[config.mk]
export PLATFORM = sky130hd
export DESIGN_NAME = stepper_fault_supervisor
export DESIGN_NICKNAME = d
export VERILOG_FILES = /design/src/rtl/sfs_pkg.sv /design/src/rtl/sfs_wake_timer.sv /design/src/rtl/sfs_short_latch.sv /design/src/rtl/sfs_out_gate.sv /design/src/rtl/stepper_fault_supervisor.sv
export SDC_FILE = /design/constraint.sdc
export NUM_CORES = 1
export LEC_CHECK = 0
export ABC_AREA = 1
export ABC_CLOCK_PERIOD_IN_PS = 2000
export BUFFER_PORTS_ARGS = -buffer_cell sky130_fd_sc_hd__buf_2
export CORE_MARGIN = 2
export CORE_UTILIZATION = 56
export DETAILED_ROUTE_END_ITERATION = 6
export PLACE_DENSITY = 0.78
export RECOVER_POWER = 100
export SLEW_MARGIN = 15
export SYNTH_ARGS = -nofsm -noshare
export SYNTH_HDL_FRONTEND = slang
export SYNTH_SLANG_ARGS = --single-unit
[constraint.sdc]
create_clock -name clk -period 2 [get_ports clk]
set_input_delay 0.2 -clock clk [delete_from_list [all_inputs] [get_ports clk]]
set_output_delay 0.2 -clock clk [all_outputs]
set_load 0.02 [all_outputs]
[src/rtl/sfs_pkg.sv]
package sfs_pkg;
    typedef enum logic [1:0] {
        FLT_NONE  = 2'd0,
        FLT_SHORT = 2'd1,
        FLT_THERM = 2'd2,
        FLT_UVOLT = 2'd3
    } fault_e;
endpackage

[src/rtl/sfs_wake_timer.sv]
module sfs_wake_timer #(
    parameter int WAKE_CYCLES = 100000
) (
    input  logic clk,
    input  logic rst_n,
    input  logic sleep_n_i,
    output logic ready_o
);
    localparam int CW = $clog2(WAKE_CYCLES + 1);

    typedef struct packed {
        logic [CW-1:0] cnt;
    } wake_st_t;

    wake_st_t st_d, st_q;

    always_comb begin
        st_d = st_q;
        if (!sleep_n_i) begin
            st_d.cnt = CW'(WAKE_CYCLES);
        end else if (st_q.cnt != '0) begin
            st_d.cnt = st_q.cnt - CW'(1);
        end
    end

    always_ff @(posedge clk or negedge rst_n) begin
        if (!rst_n) st_q <= '{cnt: CW'(WAKE_CYCLES)};
        else        st_q <= st_d;
    end

    assign ready_o = (st_q.cnt == '0);
endmodule

[src/rtl/sfs_short_latch.sv]
module sfs_short_latch (
    input  logic clk,
    input  logic rst_n,
    input  logic sleep_n_i,
    input  logic ocp_evt_i,
    input  logic ocp_gnd_i,
    output logic latched_o
);
    typedef struct packed {
        logic latched;
        logic sleep_seen;
    } latch_st_t;

    latch_st_t st_d, st_q;
    logic      wake_edge;
    logic      short_evt;

    always_comb begin
        wake_edge     = sleep_n_i && !st_q.sleep_seen;
        short_evt     = ocp_evt_i && ocp_gnd_i;
        st_d          = st_q;
        st_d.sleep_seen = sleep_n_i;
        if (short_evt)      st_d.latched = 1'b1;
        else if (wake_edge) st_d.latched = 1'b0;
    end

    always_ff @(posedge clk or negedge rst_n) begin
        if (!rst_n) st_q <= '{latched: 1'b0, sleep_seen: 1'b1};
        else        st_q <= st_d;
    end

    assign latched_o = st_q.latched;
endmodule

[src/rtl/sfs_out_gate.sv]
module sfs_out_gate
    import sfs_pkg::*;
(
    input  logic       clk,
    input  logic       rst_n,
    input  logic       drv_disable_i,
    input  logic       sleep_n_i,
    input  logic       xlat_rst_n_i,
    input  logic       ocp_evt_i,
    input  logic       ot_flag_i,
    input  logic       uv_flag_i,
    input  logic       latched_i,
    input  logic       ready_i,
    output logic       out_en_o,
    output logic       home_rst_o,
    output logic       step_block_o,
    output logic [1:0] fault_code_o
);
    typedef struct packed {
        logic home;
    } gate_st_t;

    gate_st_t st_d, st_q;
    fault_e   code;

    always_comb begin
        st_d      = st_q;
        st_d.home = !xlat_rst_n_i || !sleep_n_i || ot_flag_i || uv_flag_i || ocp_evt_i;

        if (latched_i)      code = FLT_SHORT;
        else if (ot_flag_i) code = FLT_THERM;
        else if (uv_flag_i) code = FLT_UVOLT;
        else                code = FLT_NONE;
    end

    always_ff @(posedge clk or negedge rst_n) begin
        if (!rst_n) st_q <= '{home: 1'b1};
        else        st_q <= st_d;
    end

    assign out_en_o     = !drv_disable_i && sleep_n_i && xlat_rst_n_i && !latched_i
                          && !ot_flag_i && !uv_flag_i && ready_i;
    assign home_rst_o   = st_q.home;
    assign step_block_o = !sleep_n_i || !ready_i;
    assign fault_code_o = code;
endmodule

[src/rtl/stepper_fault_supervisor.sv]
module stepper_fault_supervisor #(
    parameter int WAKE_CYCLES = 100000
) (
    input  logic       clk,
    input  logic       rst_n,
    input  logic       drv_disable_i,
    input  logic       sleep_n_i,
    input  logic       xlat_rst_n_i,
    input  logic       ocp_evt_i,
    input  logic       ocp_gnd_i,
    input  logic       ot_flag_i,
    input  logic       uv_flag_i,
    output logic       out_en_o,
    output logic       home_rst_o,
    output logic       step_block_o,
    output logic       fault_latched_o,
    output logic [1:0] fault_code_o
);
    logic ready;
    logic latched;

    sfs_wake_timer #(.WAKE_CYCLES(WAKE_CYCLES)) u_wake (
        .clk       (clk),
        .rst_n     (rst_n),
        .sleep_n_i (sleep_n_i),
        .ready_o   (ready)
    );

    sfs_short_latch u_latch (
        .clk       (clk),
        .rst_n     (rst_n),
        .sleep_n_i (sleep_n_i),
        .ocp_evt_i (ocp_evt_i),
        .ocp_gnd_i (ocp_gnd_i),
        .latched_o (latched)
    );

    sfs_out_gate u_gate (
        .clk           (clk),
        .rst_n         (rst_n),
        .drv_disable_i (drv_disable_i),
        .sleep_n_i     (sleep_n_i),
        .xlat_rst_n_i  (xlat_rst_n_i),
        .ocp_evt_i     (ocp_evt_i),
        .ot_flag_i     (ot_flag_i),
        .uv_flag_i     (uv_flag_i),
        .latched_i     (latched),
        .ready_i       (ready),
        .out_en_o      (out_en_o),
        .home_rst_o    (home_rst_o),
        .step_block_o  (step_block_o),
        .fault_code_o  (fault_code_o)
    );

    assign fault_latched_o = latched;
endmodule

# Word-level counts from Yosys, hierarchy flattened
# Cells that the tools add are included.
# W data, S select, Z words.
[word_totals]
register_bits = 20
latch_bits = 0
ram_bits = 0
mem_bits_ro = 0
inputBits = 9
output_inout_bits = 6
elab_cells = 37
memories = 0
[classes]
add_sub_neg = 1
n_mul = 0
div_mod_pow = 0
magnitude_cmp = 0
eq_ne = 1
shifts = 0
mux = 7
bitwise = 0
reduce_logical = 24
[op_table]
columns = ["operator", "count"]
rows = [
  ["$mux W17", 2],
  ["$logic_not A17 Y1", 1],
  ["$reduce_bool A17 Y1", 1],
  ["$sub A17 B1 Y17 const B", 1],
  ["$logic_and A1 B1 Y1", 8],
  ["$logic_not A1 Y1", 8],
  ["$mux W2", 3],
  ["$logic_or A1 B1 Y1", 5],
  ["$mux W1", 2],
  ["$ne A2 B1 Y1 const B", 1],
  ["$reduce_bool A2 Y1", 1],
]

# Logic depth before layout (Yosys ltp)
[logic_depth]
ltp_word = 7
ltp_mapped = 8

# By module
# Synthesis repeated with hierarchy kept, for this count alone.
[unflattened]
cells_unflattened = 173
hier_area_um2 = 1228.7
[modules_own_cells]
columns = ["mod", "n_inst", "cells_each", "area_each_um2"]
rows = [
  ["sfs_wake_timer", 1, 153, 1077.3],
  ["sfs_out_gate", 1, 13, 81.3],
  ["sfs_short_latch", 1, 7, 70.1],
]

# Worst setup path before layout
# OpenSTA, ideal clock, no wires.
[synth_timing]
path_type = "reg-to-output"
startpoint = "reg u_wake.st_q[0] (netlist bit)"
endpoint = "out out_en_o"
arrival_time_ps = 1467
required_time_ps = 1800
path_slack_ps = 333
stages_incl_launch_ff = 8
path_cell_list = "dfrtp_1 inv_1 ha_1 nand2_1 nor2_4 nand3_4 buf_6 nor2_1"
[synth_via]
elab_chain_cells = 2
[synth_rtl]
columns = ["item", "line", "rtl"]
rows = [
  ["start, declared", "sfs_wake_timer.sv:15", "wake_st_t st_d, st_q;"],
  ["start signal, assigned", "sfs_wake_timer.sv:27", "if (!rst_n) st_q <= '{cnt: CW'(WAKE_CYCLES)};"],
  ["start signal, assigned", "sfs_wake_timer.sv:28", "else st_q <= st_d;"],
  ["$logic_not A17 Y1", "sfs_wake_timer.sv:31", "assign ready_o = (st_q.cnt == '0);"],
  ["$logic_and A1 B1 Y1", "sfs_out_gate.sv:42", "&& !ot_flag_i && !uv_flag_i && ready_i;"],
  ["end, declared", "stepper_fault_supervisor.sv:13", "output logic out_en_o,"],
]
# Every way passes these cells.

# Worst setup path in the final report
[layout_timing]
startpoint = "reg u_wake.st_q[0] (netlist bit)"
endpoint = "out step_block_o"
[layout_via]
elab_chain_cells = 3
[layout_rtl]
columns = ["item", "line", "rtl"]
rows = [
  ["$logic_not A17 Y1", "sfs_wake_timer.sv:31", ""],
  ["$logic_not A1 Y1", "sfs_out_gate.sv:44", "assign step_block_o = !sleep_n_i || !ready_i;"],
  ["$logic_or A1 B1 Y1", "sfs_out_gate.sv:44", ""],
  ["end, declared", "stepper_fault_supervisor.sv:15", "output logic step_block_o,"],
]
# Every way passes these cells.

==> impl_metrics.yaml <==
status:
  outcome: "complete, no violations"
clocking:
  clk_pin_slew_worst_paths_ns: 0.11
  cts_htree_levels: 1
  clock_sinks: 20
  cts_made_buffers: 3
  cts_tree: "yes"
  clock_path_buffers: 2
  cts_root_buffer: "clkbuf_4"
  insertion_delay_ns: 0.31
timing:
  setup_tns_ns: 0
  hold_violations: 0
  fin_ws_ns: 0.157
  slew_headroom_pct: 30.6
  setup_viol: 0
  finalCriticalPeriod_ns: 1.84
  rsz0062_at_grt: "no"
  finalClockSkew_ns: 0.00434
  period_share_pct: 92.2
  max_freq_ghz: 0.543
  slew_violations: 0
  tightest_slew_ns: 1.04
pwr:
  leakagePower_nw: 0.668
  combPwrFrac_pct: 16.3
  clkPwrFrac_pct: 35.6
  p_switching_uw: 256
  p_total_uw: 944
  p_seq_share_pct: 48.1
  max-vdd-ir-drop_mv: 0.542
  p_sw_share_pct: 27.1
  p_per_area_nw_per_um2: 712
  internal-power_uw: 688
floorplan:
  chipHeight_um: 49.8
  dieArea_um2: 2480
  initial_core_util_pct: 59.9
  coreArea_um2: 1960
  ios: 15
  die_width_um: 49.8
  fp-row-count: 16
finish:
  final_util_pct: 67.5
  multi_input_area_um2: 566
  ff_latch_area_um2: 510
  area_growth_pct: 12.8
  fin_area_um2: 1330
  final_common_cell: "nand2_1"
  drive_gt1_share_pct: 18.3
  insertedDiodeCount: 0
  fill_cells: 180
  nNetsFinal: 191
  layout_common_cells: "40 x nand2_1, 33 x nor2_1, 22 x inv_1, 13 x nand3_1, 12 x dfrtp_1"
placed_design:
  place_congestion: 0.906
  pre_cts_ws_ns: 0.266
  dpl_cell_area_um2: 1260
  place_hpwl_mm: 1.90
  io_buffers: 14
detailed_routing:
  drtIter0Drc: 29
  wl_mm: 2.53
  post_drt_via_cell_ratio: 5.29
  vias: 1094
  drt-pass1-iter-count: 4
  drcViolationCount: 0
  ant_nets: 0
  wire_per_inst_um: 12.2
synthesis:
  syn-num-nets: 173
  netlist_area_um2: 1170
  yosys.cell_types.count: 20
  ys_warn_count: 0
  avgSynthCellArea_um2: 7.21
  synthCells: 163
  yosysTopAreaCellShare_pct: 25.6
  synth_top_area_cell: "dfrtp_1"
  ys_ff_latch: 20
  yosysSeqAreaShare_pct: 43.5
  synthTopCellsByArea: "dfrtp_1 26%, dfstp_2 18%, nand2_1 13%"
critical_path:
  critPathKind: "flip-flop to primary output"
  path_max_fanout: 5
  cp_cell_sequence: "inv_2, ha_4, nand2_1, nor2_4, nand4_1, clkbuf_2"
  required_ns: 1.80
  crit_path_max_incr_delay_ns: 0.39
  worst_setup_path_end_kind: "primary output"
  critPathTopFamily: "simple AND/OR/NAND/NOR gates"
  start_kind: "flip-flop"
  critPathArrivalTime_ns: 1.64
  crit_buf_inv: 2
  cp_slowest_cell: "dfrtp_1"
run:
  drv_cap: 0
grt:
  grt_pass1_wl_mm: 4.55
  grtUsageTotal_pct: 23.9
  grt_pass1_vias: 1076
  gr-total-overflow: 0
  grt_max_degree: 21
  antenna_found_initial: 0
hold_path:
  hold_path_class: "input port to flip-flop"
-- worst paths after layout --
path / depth (start not counted) / end / start / slack [ns]
max: 6 / step_block_o / u_wake.st_q[0]$_DFFE_PN0P_ / 0.16
min: 2 / u_gate.home_rst_o$_DFF_PN1_ / xlat_rst_n_i / 0.08
max in group asynchronous: 2 / u_wake.st_q[4]$_DFFE_PN0P_ / rst_n / 0.80
min in group asynchronous: 2 / u_wake.st_q[13]$_DFFE_PN0P_ / rst_n / 0.58
min reg2reg: 2 / u_wake.st_q[16]$_DFFE_PN1P_ / u_wake.st_q[16]$_DFFE_PN1P_ / 0.51
max reg2reg: 9 / u_wake.st_q[1]$_DFFE_PN0P_ / u_wake.st_q[0]$_DFFE_PN0P_ / 0.22
-- kinds of logic after synthesis --
| kind of cell | Yosys count | share of synthesized area (%) |
|---|---|---|
| buf+inv | 26 | 9.05 |
| flops | 20 | 43.5 |
| compound gates | 10 | 4.68 |
| fa+ha+maj | 1 | 1.06 |
| simple gates | 106 | 41.7 |
-- cell usage after synthesis --
| library cell | n |
|---|---|
| nor2_2 | 2 |
| dfstp_2 | 8 |
| inv_1 | 23 |
| nand3_1 | 13 |
| clkbuf_1 | 1 |
| o21bai_1 | 2 |
| a21oi_1 | 3 |
| nand3_4 | 1 |
| nand2_2 | 1 |
| ha_1 | 1 |
| o21ai_1 | 3 |
| clkbuf_2 | 1 |
| or2_2 | 4 |
| dfrtp_1 | 12 |
| nor2_1 | 33 |
| buf_6 | 1 |
| nor2_4 | 3 |
| nand2_1 | 40 |
| nand4_1 | 9 |
| o21ai_0 | 2 |
-- registers in the layout (all words and copies together) (netlist names) --
| name | count |
|---|---|
| u_gate.home_rst_o | 1 |
| u_latch.latched_o | 1 |
| u_wake.st_q | 17 |
| u_latch.st_q | 1 |
-- area by class of cell --
type	count	share of cell area, %
Clock buffer	3	1.70
Multi-Input combinational cell	117	42.7
Timing Repair Buffer	16	5.76
Inverter	23	6.52
Clock inverter	1	2.27
Sequential cell	20	38.5
Tap cell	27	2.55
-- per-layer routing --
metal | vias to the layer above | track usage, % | part of all wire [%]
met2 | 37 | 38.4 | 49
met4 | 0 | 11.1 | 1.6
met5 | - | 0 | 0
met3 | 6 | 3.94 | 4.7
met1 | 502 | 31.4 | 44
li1 | 549 | - | -
-- repair_timing --
item | 4_1_cts | 5_1_grt
setup endpoints to repair | 1 | 2
pin swaps | 2 | 0
gates resized for setup | 1 | 2
hold buffers | 1 | 0
hold endpoints to repair | 12 | 0
setup buffers | 1 | 0
-- power groups by stage --
stage	registers [mW]	clock network [mW]	logic (mW)
after CTS	0.453	0.340	0.152
after detailed placement	0.460	0	0.148
after global placement	0.458	0	0.144
after global routing	0.458	0.352	0.181
after floorplan	0.458	0	0.102
final	0.453	0.336	0.154
-- worst register-to-register path, delay by kind of cell (launching register included) --
| kind | cells | cell delay (ns) |
|---|---|---|
| adder cells (fa/ha/maj) | 1 | 0.16 |
| AND/OR/NAND/NOR | 6 | 0.83 |
| buffers and inverters | 2 | 0.34 |
| flip-flops | 1 | 0.39 |
-- metrics by stage --
stage	std cells	hold slack (ns)
2_1_floorplan	163	-0.0956
3_3_place_gp	201	0.158
3_5_place_dp	201	0.167
4_1_cts	207	0.0746
5_1_grt	207	0.0746
6_report	207	0.0790
Power figures use the tool's default switching activity.
